==> config.mk <==
export PLATFORM = sky130hd
export DESIGN_NAME = gpi_int_status_bank
export DESIGN_NICKNAME = d
export VERILOG_FILES = /design/src/rtl/gpi_pkg.sv /design/src/rtl/gpi_event_path.sv /design/src/rtl/gpi_status_ctrl.sv /design/src/rtl/gpi_status_dp.sv /design/src/rtl/gpi_int_status_bank.sv
export SDC_FILE = /design/constraint.sdc
export NUM_CORES = 1
export LEC_CHECK = 0
export BUFFER_PORTS_ARGS = -buffer_cell sky130_fd_sc_hd__buf_4
export CAP_MARGIN = 10
export CORE_AREA = 2 2 140 142
export DETAILED_ROUTE_END_ITERATION = 16
export DIE_AREA = 0 0 142 144
export PLACE_DENSITY = 0.67
export SYNTH_ARGS = -nofsm -noshare
export SYNTH_HDL_FRONTEND = slang
export SYNTH_SLANG_ARGS = --single-unit
==> constraint.sdc <==
create_clock -name clk -period 1.9 [get_ports clk]
set_input_delay 0.19 -clock clk [delete_from_list [all_inputs] [get_ports clk]]
set_output_delay 0.19 -clock clk [all_outputs]
set_load 0.05 [all_outputs]
==> src/rtl/gpi_pkg.sv <==
package gpi_pkg;
  localparam int REG_W = 32;
  localparam int OWN_W = 3;

  typedef enum logic [1:0] {
    EVT_LEVEL = 2'b00,
    EVT_RISE  = 2'b01,
    EVT_FALL  = 2'b10,
    EVT_ANY   = 2'b11
  } rxEvt_e;

  // Strobes from the control decode to the status datapath, one bit per register position.
  typedef struct packed {
    logic [REG_W-1:0] swClr;
    logic [REG_W-1:0] domRst;
  } statusStrobes_t;
endpackage

==> src/rtl/gpi_event_path.sv <==
module gpi_event_path #(
  parameter int NUM_PADS = 26
) (
  input  logic                              clk,
  input  logic                              rstN,
  input  logic [NUM_PADS-1:0]               padIn,
  input  logic [NUM_PADS-1:0]               padIsInput,
  input  logic [NUM_PADS*gpi_pkg::OWN_W-1:0] padOwner,
  input  logic [NUM_PADS-1:0]               hostOwn,
  input  logic [NUM_PADS-1:0]               rxInvert,
  input  logic [NUM_PADS*2-1:0]             rxEvtCfg,
  output logic [NUM_PADS-1:0]               setReq
);
  localparam int OW = gpi_pkg::OWN_W;

  logic [NUM_PADS-1:0] syncA, syncB, prevB;

  always_ff @(posedge clk or negedge rstN) begin
    if (!rstN) begin
      syncA <= '0;
      syncB <= '0;
      prevB <= '0;
    end else begin
      syncA <= padIn;
      syncB <= syncA;
      prevB <= syncB;
    end
  end

  for (genvar i = 0; i < NUM_PADS; i++) begin : g_pad
    gpi_pkg::rxEvt_e cfgCode;
    logic curV, prvV, hit, qual;

    assign cfgCode = gpi_pkg::rxEvt_e'(rxEvtCfg[2*i +: 2]);
    // The inversion applies to both samples, so flipping it alone creates no edge.
    assign curV = syncB[i] ^ rxInvert[i];
    assign prvV = prevB[i] ^ rxInvert[i];
    assign qual = padIsInput[i] & hostOwn[i] & (padOwner[OW*i +: OW] == '0);

    always_comb begin
      unique case (cfgCode)
        gpi_pkg::EVT_LEVEL: hit = curV;
        gpi_pkg::EVT_RISE:  hit = curV & ~prvV;
        gpi_pkg::EVT_FALL:  hit = ~curV & prvV;
        default:            hit = curV ^ prvV;
      endcase
    end

    assign setReq[i] = hit & qual;
  end
endmodule

==> src/rtl/gpi_status_ctrl.sv <==
module gpi_status_ctrl #(
  parameter int NUM_PADS = 26,
  parameter int NUM_RO   = 2,
  parameter int NUM_DOM  = 2,
  localparam int SEL_W   = (NUM_DOM > 1) ? $clog2(NUM_DOM) : 1
) (
  input  logic                          regWrEn,
  input  logic [gpi_pkg::REG_W-1:0]     regWrData,
  input  logic [NUM_DOM-1:0]            domainRst,
  input  logic [NUM_PADS*SEL_W-1:0]     padRstSel,
  output gpi_pkg::statusStrobes_t       strobes
);
  localparam int RW = gpi_pkg::REG_W;
  localparam int NUM_CLR = NUM_PADS - NUM_RO;
  localparam logic [RW-1:0] CLR_MASK = RW'((64'd1 << NUM_CLR) - 64'd1);

  logic [RW-1:0] swClrV, domRstV;

  assign swClrV = regWrEn ? (regWrData & CLR_MASK) : '0;

  for (genvar i = 0; i < RW; i++) begin : g_dom
    if (i < NUM_PADS) begin : g_live
      logic [SEL_W-1:0] sel;
      assign sel = padRstSel[i*SEL_W +: SEL_W];
      assign domRstV[i] = domainRst[sel];
    end else begin : g_none
      assign domRstV[i] = 1'b0;
    end
  end

  assign strobes = '{swClr: swClrV, domRst: domRstV};
endmodule

==> src/rtl/gpi_status_dp.sv <==
module gpi_status_dp #(
  parameter int NUM_PADS = 26,
  parameter int NUM_RO   = 2
) (
  input  logic                    clk,
  input  logic                    rstN,
  input  logic [NUM_PADS-1:0]     setReq,
  input  gpi_pkg::statusStrobes_t strobes,
  input  logic [NUM_PADS-1:0]     intEnable,
  output logic [NUM_PADS-1:0]     status,
  output logic                    irqOut
);
  localparam int RW = gpi_pkg::REG_W;
  localparam logic [NUM_PADS-1:0] RO_MASK =
    NUM_PADS'(((64'd1 << NUM_RO) - 64'd1) << (NUM_PADS - NUM_RO));

  logic [NUM_PADS-1:0] clrV, rstV;
  assign clrV = strobes.swClr[NUM_PADS-1:0];
  assign rstV = strobes.domRst[NUM_PADS-1:0];

  if (NUM_PADS < RW) begin : g_hi
    logic unusedHi;
    assign unusedHi = ^{strobes.swClr[RW-1:NUM_PADS], strobes.domRst[RW-1:NUM_PADS]};
  end

  always_ff @(posedge clk or negedge rstN) begin
    if (!rstN) begin
      status <= '0;
      irqOut <= 1'b0;
    end else begin
      // Set wins over clear; domain reset wins over both.
      status <= ((status & ~clrV) | setReq) & ~rstV;
      irqOut <= |(status & intEnable);
    end
  end

  // a set and a clear on the same bit leave it at 1
  p_set_beats_clear_r7: assert property (@(posedge clk) disable iff (!rstN)
    ((setReq & clrV & ~rstV) != '0) |=>
      ((status & $past(setReq & clrV & ~rstV)) == $past(setReq & clrV & ~rstV)));

  // a clear without a set empties the bit
  p_clear_r6: assert property (@(posedge clk) disable iff (!rstN)
    ((clrV & ~setReq & ~rstV) != '0) |=> ((status & $past(clrV & ~setReq & ~rstV)) == '0));

  // read-only pad bits fall only through a domain reset
  p_ro_hold_r8: assert property (@(posedge clk) disable iff (!rstN)
    1'b1 |=> (($past(status) & ~status & RO_MASK & ~$past(rstV)) == '0));

  // interrupt follows enabled status one cycle later
  p_irq_follow_r9: assert property (@(posedge clk) disable iff (!rstN)
    1'b1 |=> (irqOut == $past(|(status & intEnable))));

  // a domain reset leaves its pads clear
  p_domrst_r10: assert property (@(posedge clk) disable iff (!rstN)
    (rstV != '0) |=> ((status & $past(rstV)) == '0));
endmodule

==> src/rtl/gpi_int_status_bank.sv <==
module gpi_int_status_bank #(
  parameter int NUM_PADS = 26,
  parameter int NUM_RO   = 2,
  parameter int NUM_DOM  = 2,
  localparam int SEL_W   = (NUM_DOM > 1) ? $clog2(NUM_DOM) : 1
) (
  input  logic                               clk,
  input  logic                               rstN,
  input  logic [NUM_PADS-1:0]                padIn,
  input  logic [NUM_PADS-1:0]                padIsInput,
  input  logic [NUM_PADS*gpi_pkg::OWN_W-1:0] padOwner,
  input  logic [NUM_PADS-1:0]                hostOwn,
  input  logic [NUM_PADS-1:0]                rxInvert,
  input  logic [NUM_PADS*2-1:0]              rxEvtCfg,
  input  logic [NUM_PADS*SEL_W-1:0]          padRstSel,
  input  logic [NUM_DOM-1:0]                 domainRst,
  input  logic [NUM_PADS-1:0]                intEnable,
  input  logic                               regWrEn,
  input  logic [gpi_pkg::REG_W-1:0]          regWrData,
  output logic [gpi_pkg::REG_W-1:0]          regRdData,
  output logic                               irqOut
);
  logic [NUM_PADS-1:0]     setReq, status;
  gpi_pkg::statusStrobes_t strobes;

  gpi_event_path #(.NUM_PADS(NUM_PADS)) u_evt (
    .clk(clk), .rstN(rstN), .padIn(padIn), .padIsInput(padIsInput),
    .padOwner(padOwner), .hostOwn(hostOwn), .rxInvert(rxInvert),
    .rxEvtCfg(rxEvtCfg), .setReq(setReq)
  );

  gpi_status_ctrl #(.NUM_PADS(NUM_PADS), .NUM_RO(NUM_RO), .NUM_DOM(NUM_DOM)) u_ctrl (
    .regWrEn(regWrEn), .regWrData(regWrData), .domainRst(domainRst),
    .padRstSel(padRstSel), .strobes(strobes)
  );

  gpi_status_dp #(.NUM_PADS(NUM_PADS), .NUM_RO(NUM_RO)) u_dp (
    .clk(clk), .rstN(rstN), .setReq(setReq), .strobes(strobes),
    .intEnable(intEnable), .status(status), .irqOut(irqOut)
  );

  assign regRdData = gpi_pkg::REG_W'(status);
endmodule

After elaboration in Yosys (flattened, before gate mapping)
Cells that the tools add are included.
{"block": "word_totals", "ff_bits": 105, "in_bits": 323, "output_inout_bits": 33}
{"block": "op_classes", "n_lt_le_gt_ge": 26, "n_eq_ne": 52, "n_mux": 79, "bitwise": 266, "reduce_logical": 53}
{"operator": "bitwise AND 1 bit", "count": 130}
{"operator": "bitwise AND 26 bit", "count": 3}
{"operator": "logical NOT 3 bit", "count": 26}
{"operator": "case mux 1 bit (3 select lines)", "count": 26}
{"operator": "XOR 1 bit", "count": 78}
{"operator": "== test 2 x 1 -> 1 bit (second input constant)", "count": 26}
{"operator": "== test 2 bit (second input constant)", "count": 26}
{"operator": "logical NOT 2 bit", "count": 26}
{"operator": "less-than comparator 1 x 2 -> 1 bit (second input constant)", "count": 26}
{"operator": "two-way mux 1 bit", "count": 52}
{"operator": "NOT 1 bit", "count": 52}
{"operator": "NOT 24 -> 26 bit", "count": 1}
{"operator": "NOT 26 bit", "count": 1}
{"operator": "OR 26 bit", "count": 1}
{"operator": "OR reduction 26 bit", "count": 1}
{"operator": "two-way mux 24 bit", "count": 1}

Longest topological paths before layout
{"block": "depth", "depth_word": 7, "mapped_depth": 7, "depth_no_buf": 7}

Hierarchy
A second synthesis with hierarchy kept.
{"block": "unflattened", "cells_unflattened": 582, "hier_area_um2": 6378.6}
{"mod": "gpi_event_path", "n_inst": 1, "cells_each": 382, "area_each_um2": 4501.8, "seq_area_each_um2": 1951.9}
{"mod": "gpi_status_dp", "n_inst": 1, "cells_each": 122, "area_each_um2": 1146.1, "seq_area_each_um2": 675.6}
{"mod": "gpi_status_ctrl", "n_inst": 1, "cells_each": 71, "area_each_um2": 681.9, "seq_area_each_um2": 0.0}
{"mod": "gpi_int_status_bank", "n_inst": 1, "cells_each": 7, "area_each_um2": 48.8, "seq_area_each_um2": 0.0}

Worst setup path after synthesis
OpenSTA, ideal clock, no wires.
{"block": "synth_timing", "path_kind": "reg-to-reg", "from": "register u_evt.syncB[10]", "to": "register u_dp.status[10]", "setup_ps": 142, "arrival_ps": 1546, "required_time_ps": 1758, "slack_ps": 212, "path_stages_with_launch": 8, "path_buffers": 0, "synth_period_minus_slack_ps": 1688, "cell_sequence": "dfrtp_1 -> xor2_1 -> inv_1 -> ha_1 -> inv_1 -> mux4_2 -> a22oi_1 -> a211oi_1"}
{"block": "synth_between", "elab_chain_len": 7, "elab_cells_between_ends": 9, "classes_between": "mux (1); bitwise (8)"}
{"item": "start: declaration", "line_no": "gpi_event_path.sv:16", "rtl": "logic [NUM_PADS-1:0] syncA, syncB, prevB;"}
{"item": "start signal: assignment", "line_no": "gpi_event_path.sv:25", "rtl": "syncB <= syncA;"}
{"item": "XOR 1 bit *", "line_no": "gpi_event_path.sv:36", "rtl": "assign curV = syncB[i] ^ rxInvert[i];"}
{"item": "NOT 1 bit", "line_no": "gpi_event_path.sv:44", "rtl": "gpi_pkg::EVT_FALL: hit = ~curV & prvV;"}
{"item": "bitwise AND 1 bit", "line_no": "gpi_event_path.sv:44"}
{"item": "case mux 1 bit (3 select lines) *", "line_no": "gpi_event_path.sv:41", "rtl": "unique case (cfgCode)"}
{"item": "bitwise AND 1 bit *", "line_no": "gpi_event_path.sv:49", "rtl": "assign setReq[i] = hit & qual;"}
{"item": "OR 26 bit *", "line_no": "gpi_status_dp.sv:32", "rtl": "status <= ((status & ~clrV) | setReq) & ~rstV;"}
{"item": "bitwise AND 26 bit *", "line_no": "gpi_status_dp.sv:32"}
{"item": "end signal: assignment", "line_no": "gpi_status_dp.sv:32"}
{"item": "end: declaration", "line_no": "gpi_status_dp.sv:10", "rtl": "output logic [NUM_PADS-1:0] status,"}
Every way passes the cells marked *; elsewhere a longest branch is shown, timed or not.

Worst setup path in the final report
{"block": "layout_timing", "from": "register u_evt.syncB[0]", "to": "register u_dp.status[0]"}
The elaborated chain is that of the path after synthesis.

==> impl_metrics.py <==
metrics = {
    "critical_path": {
        "setup.worst_path.end_class": "register",
        "cp_data_required_time_ps": 2100,
        "crit_path_max_fanout": 3,
        "cp-start-kind": "register",
        "cp_data_arrival_time_ps": 2030,
        "critical_path_class": "reg -> reg",
    },
    "global_route": {
        "grt_first_pass_wirelength_um": 26090,
        "grt_overflow_total": 0,
        "globalRouteTotalUtil_pct": 17.00,
        "grt_start_max_net_pins": 45,
        "number_of_global_route_vias_before_repair": 5121,
        "number_of_antenna_violations_at_the_first_check_in_global_routing": 0,
    },
    "job": {
        "cap_violations": 0,
    },
    "power": {
        "clockPowerShare_pct": 33.6,
        "power_per_cell_area_mw_per_mm2": 602.6,
        "p_switching_w": 0.001482,
        "seq_power_share_pct": 41.9,
        "static-leakage-power_nw": 4.801,
        "fraction_of_power_spent_switching_nets_pct": 26.06,
        "internal_power_w": 0.004205,
        "vdd.ir_drop.worst_uv": 540.1,
        "combinationalPowerShare_pct": 24.4,
    },
    "place": {
        "placed_insts": 1079,
        "detailed_place_hpwl_um": 14720,
        "place.port_buffers": 341,
        "finalWeightedCongestion": 0.7713,
        "placement.cell_area_mm2": 0.008630,
    },
    "synthesis": {
        "synthesis.area_per_instance_um2": 11.45,
        "cell_type_with_the_highest_aggregate_area_in_the_netlist": "dfrtp_1",
        "ys.warnings.count": 0,
        "netlist_top_cells_area": "dfrtp_1, ha_1, mux4_2, xor2_1, inv_1",
        "unique_cell_type_count_in_the_yosys_netlist": 24,
        "cell_count_after_synthesis": 504,
        "synthDominantCellAreaShare_pct": 45.54,
        "post_synth_instance_area_mm2": 0.005769,
        "synth_sequential_area_ratio_pct": 45.54,
        "ys_ff_latch": 105,
    },
    "final_layout": {
        "finish.utilization_pct": 49.47,
        "final_cell_count_no_fill": 1129,
        "num_antenna_cells": 0,
        "layout-area-overhead-vs-synth_pct": 63.59,
        "layout.cell_area.non_filler_mm2": 0.009438,
        "fin_nets": 1261,
        "nFillCells": 1726,
        "final_layout_size_suffix_gt1_share_pct": 47.81,
    },
    "routing": {
        "avgRoutedWirePerCell_um": 15.86,
        "count_of_tritonroute_iterations_in_the_first_routing_pass": 4,
        "initialDrtViolationCount": 112,
        "route.vias.total": 5143,
        "antenna_left": 0,
        "post-route-drc-count": 0,
        "routed_wirelength_um": 17910,
        "via_per_inst": 4.555,
    },
    "die": {
        "core_area_mm2": 0.01908,
        "dieArea_mm2": 0.02045,
        "floorplan.initialDensity_pct": 30.24,
        "die_width_um": 142,
        "num_rows": 51,
        "pin_count": 356,
        "die_height_um": 144,
    },
    "timing": {
        "setup_viol": 0,
        "min_period_ps": 1835,
        "report.final.hold_viol_count": 0,
        "max_clock_freq_mhz": 545.0,
        "min_period_over_period_pct": 96.57,
        "finalClockSkew_ps": 8.515,
        "timing.hold.ws_ps": 22.83,
        "report.final.slew_viol_count": 0,
        "rsz0062_at_grt": "yes",
    },
    "clock_network": {
        "root_buffer": "clkbuf_16",
        "worstSkewPairLatency_ps": 340,
        "tritoncts_clock_tree": "built",
        "cts_buffer_depth": 2,
        "cts-buffers-inserted": 9,
        "cts.sinks": 105,
        "cts-htree-levels": 3,
        "clk_pin_slew_worst_paths_ps": 70,
    },
    "min_path": {
        "worst_hold_path_type": "in -> reg",
    },
    "status": {
        "result_of_the_run": "finished clean",
    },
}
[path summary, 6_finish.rpt]
| path | start | endpoint | slack [ps] | depth (start not counted) |
|---|---|---|---|---|
| hold reg to reg | u_evt.syncA[4]$_DFF_PN0_ | u_evt.syncB[4]$_DFF_PN0_ | 350 | 0 |
| max in group asynchronous | rstN | u_evt.syncA[12]$_DFF_PN0_ | 990 | 3 |
| setup / recovery | u_evt.syncB[0]$_DFF_PN0_ | u_dp.status[0]$_DFF_PN0_ | 70 | 6 |
| min in group asynchronous | rstN | u_evt.syncA[24]$_DFF_PN0_ | 320 | 2 |
| hold / removal | padRstSel[17] | u_dp.status[17]$_DFF_PN0_ | 20 | 2 |
| setup reg to reg | u_evt.syncB[0]$_DFF_PN0_ | u_dp.status[0]$_DFF_PN0_ | 70 | 6 |
[per-stage QoR]
step | worst slack [ps] | setup TNS [ps] | power [W]
2_1_floorplan | 211.8 | 0 | 0.002989
5_1_grt | -40.44 | -71.90 | 0.006011
3_5_place_dp | 0.6257 | 0 | 0.003734
3_3_place_gp | 43.22 | 0 | 0.003688
4_1_cts | 11.89 | 0 | 0.005745
6_report | 65.13 | 0 | 0.005688
[layout make-up]
class | count | area (um^2) | area share, %
clock buffer | 11 | 242.7 | 2.572
clock inverter | 5 | 62.56 | 0.6629
inverter | 82 | 307.8 | 3.261
multi-input combinational | 309 | 2959 | 31.35
sequential | 105 | 2628 | 27.84
tap | 238 | 297.8 | 3.155
timing repair buffer | 379 | 2940 | 31.15
[sequential cells by signal (all words and copies together) (netlist names)]
| name | cells |
|---|---|
| u_dp.status | 26 |
| u_evt.prevB | 26 |
| u_evt.syncA | 26 |
| u_evt.syncB | 26 |
| u_dp.irqOut | 1 |
[power by group through the flow]
| stage | combinational [W] | clock (W) | sequential [W] |
|---|---|---|---|
| 2_1_floorplan | 0.000542 | 0 | 0.00245 |
| 4_1_cts | 0.00137 | 0.00200 | 0.00238 |
| 3_3_place_gp | 0.00127 | 0 | 0.00242 |
| 5_1_grt | 0.00154 | 0.00208 | 0.00240 |
| 6_report | 0.00139 | 0.00191 | 0.00238 |
| 3_5_place_dp | 0.00131 | 0 | 0.00242 |
[critical path, cell delays in order (launching register included)]
cell and delay, ps:
dfrtp_1 440, xor2_2 180, ha_1 280, inv_1 30, mux4_2 500, a22oi_1 180
a211oi_1 70
[repair_timing]
action,CTS,global route
cloned,0,0
endpoints found under the setup margin,1,17
buffers inserted,0,6
pin swaps,0,8
gates resized for setup,1,25
endpoints found under the hold margin,53,0
hold buffers,28,0
[placed cells by master (no fill, tap or decap), types with 2 or more instances in the layout]
cell / Yosys / final
a211oi_1: 20 / 20
xor2_2: 0 / 18
a221oi_1: 3 / 3
o21a_1: 4 / 4
a22oi_2: 0 / 6
o21ai_0: 2 / 2
buf_12: 0 / 2
dfrtp_1: 105 / 105
nand4_1: 2 / 2
inv_6: 0 / 2
nand3_1: 5 / 5
buf_4: 6 / 349
a21boi_0: 4 / 4
nor2_1: 9 / 9
a22oi_1: 27 / 21
inv_1: 78 / 77
nor4_1: 22 / 22
ha_1: 52 / 51
conb_1: 1 / 6
dlygate4sd3_1: 0 / 28
clkinvlp_4: 0 / 2
mux4_2: 26 / 26
clkbuf_16: 0 / 9
inv_2: 4 / 5
a22o_1: 3 / 3
xor2_1: 52 / 34
mux2i_1: 6 / 6
nand2_1: 42 / 42
nor2b_1: 20 / 20
nor3_2: 4 / 4
[logic make-up (layout without fill, tap and decap cells)]
kind of cell,Yosys count,in the layout,synth area share [%]
buffers and inverters,95,477,6.571
AND/OR/NAND/NOR,104,104,9.217
adder cells (fa/ha/maj),52,52,11.28
XOR/XNOR,52,52,7.894
flip-flops,105,105,45.54
multiplexers,32,32,11.19
AO/OA/AOI/OAI,63,63,8.241
other,1,6,0.06500
[cells in the mapped netlist]
cell type	n
nand3_1	5
nor2b_1	20
conb_1	1
clkbuf_1	7
a22oi_1	27
nand2_1	42
inv_2	4
mux4_2	26
nor4_1	22
mux2i_1	6
dfrtp_1	105
a21boi_0	4
buf_4	6
nor2_1	9
nor3_2	4
ha_1	52
a221oi_1	3
a22o_1	3
o21ai_0	2
nand4_1	2
a211oi_1	20
xor2_1	52
o21a_1	4
inv_1	78
[layer usage]
| metal | wire length [um] | up-vias | track usage [%] |
|---|---|---|---|
| met5 | 0 | - | 0 |
| met4 | 346 | 0 | 5.158 |
| met3 | 1229 | 21 | 4.238 |
| met2 | 9275 | 221 | 31.02 |
| met1 | 7058 | 2444 | 19.67 |
| li1 | - | 2457 | - |
(Power assumes the default switching activity.)
